<file path="src/rtl/sertx_pkg.sv">
// Package: shared types for the buffered serial transmitter.
// Assumes: frames carry one start bit, DATA_W data bits, one parity bit, one stop bit.
package sertx_pkg;

    // Serializer phases: free, loaded and waiting for a tick, shifting bits.
    typedef enum logic [1:0] {
        SX_IDLE  = 2'd0,
        SX_ARMED = 2'd1,
        SX_SEND  = 2'd2
    } sx_state_t;

    // Bits that follow the start bit: data, parity and stop.
    function automatic int unsigned tail_bits(input int unsigned data_w);
        return data_w + 2;
    endfunction

endpackage

</file>
<file path="src/rtl/sertx_hold.sv">
// Module: sertx_hold
// One-entry holding register with its free flag.
// Assumes: a host write has priority over a transfer in the same cycle;
// 'take' is only raised while the flag is clear.
module sertx_hold #(
    parameter int DATA_W = 8
) (
    input  logic              clk,
    input  logic              rst_n,
    input  logic              wr_en,
    input  logic [DATA_W-1:0] wr_data,
    input  logic              take,
    output logic [DATA_W-1:0] hold_q,
    output logic              empty_q
);

    // Capture the host byte on every write.
    always_ff @(posedge clk) begin
        if (!rst_n) begin
            hold_q <= '0;
        end else if (wr_en) begin
            hold_q <= wr_data;
        end
    end

    // Free flag: a write clears it, a transfer to the shifter sets it.
    always_ff @(posedge clk) begin
        if (!rst_n) begin
            empty_q <= 1'b1;
        end else if (wr_en) begin
            empty_q <= 1'b0;
        end else if (take) begin
            empty_q <= 1'b1;
        end
    end

endmodule

</file>
<file path="src/rtl/sertx_shift.sv">
// Module: sertx_shift
// Frame serializer: loads a byte with its even parity, waits for a tick,
// then sends start, data (LSB first), parity and stop, one bit per tick.
// Assumes: 'load' only while 'idle' is high; 'tick' is a one-cycle enable.
// It returns to idle when the stop bit starts, so a queued byte can follow
// with a stop bit of exactly one tick period.
module sertx_shift
    import sertx_pkg::*;
#(
    parameter int DATA_W = 8
) (
    input  logic              clk,
    input  logic              rst_n,
    input  logic              tick,
    input  logic              load,
    input  logic [DATA_W-1:0] load_data,
    output logic              idle,
    output logic              line
);

    localparam int FW    = tail_bits(DATA_W);
    localparam int CNT_W = $clog2(FW);
    localparam logic [CNT_W-1:0] LAST = CNT_W'(FW - 1);

    sx_state_t      state;
    logic [FW-1:0]  shreg;
    logic [CNT_W-1:0] cnt;
    logic           par;

    // Even parity over the byte being loaded.
    always_comb begin
        par = ^load_data;
    end

    // Phase, shift register, bit counter and line register.
    always_ff @(posedge clk) begin
        if (!rst_n) begin
            state <= SX_IDLE;
            shreg <= '1;
            cnt   <= '0;
            line  <= 1'b1;
        end else begin
            case (state)
                SX_IDLE: begin
                    if (load) begin
                        shreg <= {1'b1, par, load_data};
                        state <= SX_ARMED;
                    end
                end
                SX_ARMED: begin
                    if (tick) begin
                        line  <= 1'b0;
                        cnt   <= '0;
                        state <= SX_SEND;
                    end
                end
                SX_SEND: begin
                    if (tick) begin
                        line  <= shreg[0];
                        shreg <= {1'b1, shreg[FW-1:1]};
                        if (cnt == LAST) begin
                            state <= SX_IDLE;
                        end else begin
                            cnt <= cnt + 1'b1;
                        end
                    end
                end
                default: state <= SX_IDLE;
            endcase
        end
    end

    // The serializer can take a byte only in the idle phase.
    always_comb begin
        idle = (state == SX_IDLE);
    end

endmodule

</file>
<file path="src/rtl/sertx_buffered.sv">
// Module: sertx_buffered (top)
// Double-buffered serial transmitter: a holding register feeds a frame
// serializer. It exposes a free flag and a maskable interrupt request.
// Assumes: tx_tick is a one-cycle enable from an external rate generator.
module sertx_buffered #(
    parameter int DATA_W = 8
) (
    input  logic              clk,
    input  logic              rst_n,
    input  logic              wr_en,
    input  logic [DATA_W-1:0] wr_data,
    input  logic              tx_tick,
    input  logic              irq_en,
    output logic              tx_line,
    output logic              hold_empty,
    output logic              irq
);

    logic [DATA_W-1:0] hold_q;
    logic              ser_idle;
    logic              take;

    // Transfer a pending byte to a free serializer unless a write is landing.
    always_comb begin
        take = ser_idle && !hold_empty && !wr_en;
    end

    sertx_hold #(.DATA_W(DATA_W)) u_hold (
        .clk     (clk),
        .rst_n   (rst_n),
        .wr_en   (wr_en),
        .wr_data (wr_data),
        .take    (take),
        .hold_q  (hold_q),
        .empty_q (hold_empty)
    );

    sertx_shift #(.DATA_W(DATA_W)) u_shift (
        .clk       (clk),
        .rst_n     (rst_n),
        .tick      (tx_tick),
        .load      (take),
        .load_data (hold_q),
        .idle      (ser_idle),
        .line      (tx_line)
    );

    // Interrupt request mirrors the free flag when enabled.
    always_comb begin
        irq = irq_en && hold_empty;
    end

endmodule

</file>
<file path="config.mk">
export PLATFORM = sky130hd
export DESIGN_NAME = sertx_buffered
export DESIGN_NICKNAME = d
export VERILOG_FILES = /design/src/rtl/sertx_pkg.sv /design/src/rtl/sertx_hold.sv /design/src/rtl/sertx_shift.sv /design/src/rtl/sertx_buffered.sv
export SDC_FILE = /design/constraint.sdc
export NUM_CORES = 1
export LEC_CHECK = 0
export BUFFER_PORTS_ARGS = -buffer_cell sky130_fd_sc_hd__clkbuf_2
export CORE_MARGIN = 2
export CORE_UTILIZATION = 45
export CTS_CLUSTER_DIAMETER = 50
export CTS_CLUSTER_SIZE = 28
export DETAILED_ROUTE_END_ITERATION = 8
export MAX_ROUTING_LAYER = met4
export PLACE_DENSITY_LB_ADDON = 0.05
export SKIP_LAST_GASP = 1
export SLEW_MARGIN = 10
export SYNTH_ARGS = -nofsm -noshare
export SYNTH_HDL_FRONTEND = slang
export SYNTH_SLANG_ARGS = --single-unit
</file>
<file path="constraint.sdc">
create_clock -name clk -period 2 [get_ports clk]
set_clock_uncertainty 0.15 [all_clocks]
set_input_delay 0.4 -clock clk [delete_from_list [all_inputs] [get_ports clk]]
set_output_delay 0.4 -clock clk [all_outputs]
set_load 0.01 [all_outputs]
</file>
==> results by stage <==
Synth:
- During synthesis, Yosys emitted a total of 0 warnings.
- After synthesis the netlist holds a flip-flop and latch count of 25.
- The mean cell area of the mapped netlist is 10.0 um^2.
- The number of enable flip-flop cells after synthesis is 0.
- The fraction of synthesis flops using an asynchronous set or reset pin is 0%.
- Synthesis produced a netlist with a net count of 137.
- The most common flop cell mapped by yosys is sky130_fd_sc_hd__dfxtp_1.
- The total standard cell area after synthesis is roughly 0.0012 mm^2.
- The cell count after synthesis came out at approximately 120.
- The fraction of the yosys area taken by sequential cells is 40.9%.
- Yosys mapped the design onto 30 distinct sky130hd cell types.

Worst setup path:
- Measured in cells, the most critical reg-to-reg path has a length of 5.
- The data required time of the critical path is just over 2000 ps.
- The arrival time at the worst endpoint is between 1500 and 2000 ps.
- The worst setup path is launched from a register.
- In this run the critical register-to-register path is captured at u_shift.shreg[6]$_SDFFE_PN1P_.
- The worst setup path is of the register to register kind.
- The maximum fanout along the worst path is 9.
- The startpoint identified for the worst register-to-register timing path is u_shift.state[1]$_SDFFE_PN0P_.
- The slack of the worst reg-to-reg path is 430 ps.
- The worst setup path is captured at a register.

Layout:
- Once layout is complete, the utilization of the core stands at 53.2%.
- In the layout the commonest cells are sky130_fd_sc_hd__dfxtp_1, sky130_fd_sc_hd__mux2i_1, sky130_fd_sc_hd__clkbuf_2.
- The count of nets after finishing is between 150 and 200.
- The finished layout cell area is 0.00134 mm^2.
- The area occupied by multi-input gates is 651 um^2.
- In the final layout, the share of cells above drive strength 1 is between 20% and 30%.
- The number of inserted diodes is 0.
- The fill cell total of the finished layout is about 240.
- The area of all sequential standard cells is 500 um^2.
- The commonest non-fill, non-tap cell in the layout is sky130_fd_sc_hd__dfxtp_1.
- The post-synthesis to final-layout area growth is 9.60%.

Route:
- The detailed router finished its first iteration with 10 violations.
- The number of vias per cell is 5.05.
- In the final routed layout, each cell accounts on average for 11.7 um.
- The detailed router placed around 850 vias in this run.
- The remaining number of nets flagged by the antenna check after routing is 0.
- The first detailed-routing pass took 4 iterations.
- For this run, design rule violations remaining after detail routing come to 0.
- The total length of routed wires is 1.97 mm.

Global route:
- The first global-routing pass estimated 3.64 mm of wire.
- The total congestion overflow is 0.
- The number of antenna violations at the first check in global routing is 0.
- Entering global routing, the biggest net connects 18 pins.
- The number of global-route vias before repair was 813.
- Global routing consumed, over all layers together, 15.0% of the routing resources.

Timing:
- After routing, the total negative slack on setup checks comes to 0 ps.
- Timing would allow up to between 600 and 700 MHz.
- The worst path in the final design needs a cycle of ~1600 ps, including I/O delays and setup.
- The post-route clock period utilization is 78.7%.
- The final number of max-transition violations is 0.
- The actual slew at the worst max-slew pin is 384 ps.
- The number of failing hold endpoints at the final stage is 0.
- Once routing completed, OpenROAD measured the worst setup slack at 427 ps.
- The headroom to the max-slew limit is 74.4%.
- Setup violations remaining at the end of the flow were counted as 0.
- Setup repair after global routing left no endpoint under its margin.

Power:
- The static leakage is 0.580 nW.
- The ratio of total power to cell area is 678 mW/mm^2.
- The maximum resistive drop on vdd is 0.501 mV.

Die:
- The number of ports placed on the die boundary is 16.
- The total core area is 0.00252 mm^2.
- From left edge to right edge, the die measures approximately 56 um.
- The initial utilization of the core area, before any placement, comes to 48.6%.
- The die is between 50 and 60 um tall.
- The initialized floorplan defines 18 standard-cell rows.
- The die area is roughly 0.0032 mm^2.

Job:
- The number of max-cap violations is 0.

Worst hold path:
- The startpoint of the tightest hold check path is wr_data[1].
- In this run the worst hold path is classified as primary input to register.
- The worst hold path depth is 3.
- The endpoint of the worst hold-timing path is u_hold.hold_q[1]$_SDFFE_PN0P_.

Place:
- Detailed placement ended at an HPWL of 1.46 mm.
- The worst setup slack before clock tree synthesis is 307 ps.
- Port buffering added 15 buffers.
- At the end of routability-driven placement, the weighted congestion stood at 0.707.
- Summing all placed instances gives a cell area of 0.00132 mm^2.

CTS:
- The source-to-sink clock delay at the later pin of the worst-skew pair is around 310 ps.
- Gates resized during post-CTS repair numbered 0.
- The count of hold-fix buffers inserted at cts is 0.
- The post-CTS repair timing setup buffer count is 0.
- Clock tree synthesis found a total of 25 sinks.
- In this run the number of H-tree levels came out at 1.
- The root buffer cell chosen for the clock tree is sky130_fd_sc_hd__clkbuf_4.
- After clock tree synthesis, the clock-pin slew on the worst setup and hold paths is about 130 ps.
- Counting the buffers created by CTS gives 3.
- TritonCTS built the clock tree.
- The largest buffer count on any clock path is 2.

Status:
- The run finished with clean final reports.
[worst max-delay path by stage]
| stage | from | slack (ps) | endpoint |
|---|---|---|---|
| detailed placement | wr_en | 310 | u_shift.shreg[5]$_SDFFE_PN1P_ |
| finish | u_shift.state[1]$_SDFFE_PN0P_ | 430 | u_shift.shreg[6]$_SDFFE_PN1P_ |
| CTS | u_shift.state[1]$_SDFFE_PN0P_ | 420 | u_shift.shreg[4]$_SDFFE_PN1P_ |
| global placement | wr_en | 310 | u_shift.shreg[4]$_SDFFE_PN1P_ |
| global route | u_shift.state[1]$_SDFFE_PN0P_ | 330 | u_shift.cnt[3]$_SDFFE_PN0P_ |
| floorplan | wr_en | 370 | u_shift.shreg[6]$_SDFFE_PN1P_ |
[final cells by class]
cell class                 count  share of cell area, %
clock buffer                   4                   1.96
inverter                       4                   1.12
tap                           30                   2.80
sequential                    25                   37.3
timing repair buffer          20                   8.39
multi-input combinational     85                   48.5
[cell usage after synthesis, types with 4 or more instances]
| cell | n | area share, % |
|---|---|---|
| sky130_fd_sc_hd__nor2b_1 | 9 | 4.6 |
| sky130_fd_sc_hd__o211ai_2 | 8 | 8.2 |
| sky130_fd_sc_hd__dfxtp_1 | 25 | 41 |
| sky130_fd_sc_hd__nand2_1 | 12 | 3.7 |
| sky130_fd_sc_hd__and2_1 | 4 | 2.0 |
| sky130_fd_sc_hd__mux2i_1 | 18 | 15 |
| sky130_fd_sc_hd__xnor2_1 | 7 | 5.0 |
| sky130_fd_sc_hd__inv_1 | 4 | 1.2 |
| sky130_fd_sc_hd__nor2_1 | 4 | 1.2 |
[per-stage QoR]
stage / std cells / total power, W / hold WS (ps)
after global routing: 168 / 0.000972 / 166
after global placement: 164 / 0.000698 / 310
after floorplan: 122 / 0.000666 / 297
final: 168 / 0.000911 / 180
after detailed placement: 164 / 0.000702 / 315
after CTS: 168 / 0.000933 / 168
[layer usage]
layer,track usage (%),routed length (um),vias up
met2,22.7,880,15
met5,-,0,-
met3,4.19,86,5
met4,4.08,23,0
met1,19.5,980,379
li1,-,-,449
[flip-flops by register name, summed over array words and instances, names as in the netlist]
signal / count
u_hold.empty_q: 1
u_hold.hold_q: 8
u_shift.cnt: 4
u_shift.line: 1
u_shift.shreg: 9
u_shift.state: 2
[cell families (layout without fill, tap and decap cells)]
group                      Yosys count  after routing  share of synthesized area (%)
AOI/OAI and AO/OA                   17             17                           13.1
buffers and inverters               12             28                           6.03
xor gates and xnor gates             9              9                           6.44
muxes                               18             18                           14.7
adders and majority gates            2              2                           2.04
and+or+nand+nor                     39             39                           16.9
DFF                                 25             25                           40.9
[worst max-delay path: stages, from the launching register on]
cell and delay [ps]:
sky130_fd_sc_hd__dfxtp_1 400, sky130_fd_sc_hd__or3_1 360, sky130_fd_sc_hd__a21o_1 210, sky130_fd_sc_hd__buf_4 180, sky130_fd_sc_hd__nand2_1 80, sky130_fd_sc_hd__o211ai_2 80
[report_power, final]
part           switching (W)  internal (W)  total [W]
Combinational      0.0000695     0.0000728   0.000142
Clock               0.000145     0.0000780   0.000223
Sequential         0.0000206      0.000525   0.000546
(Power assumes the default switching activity.)
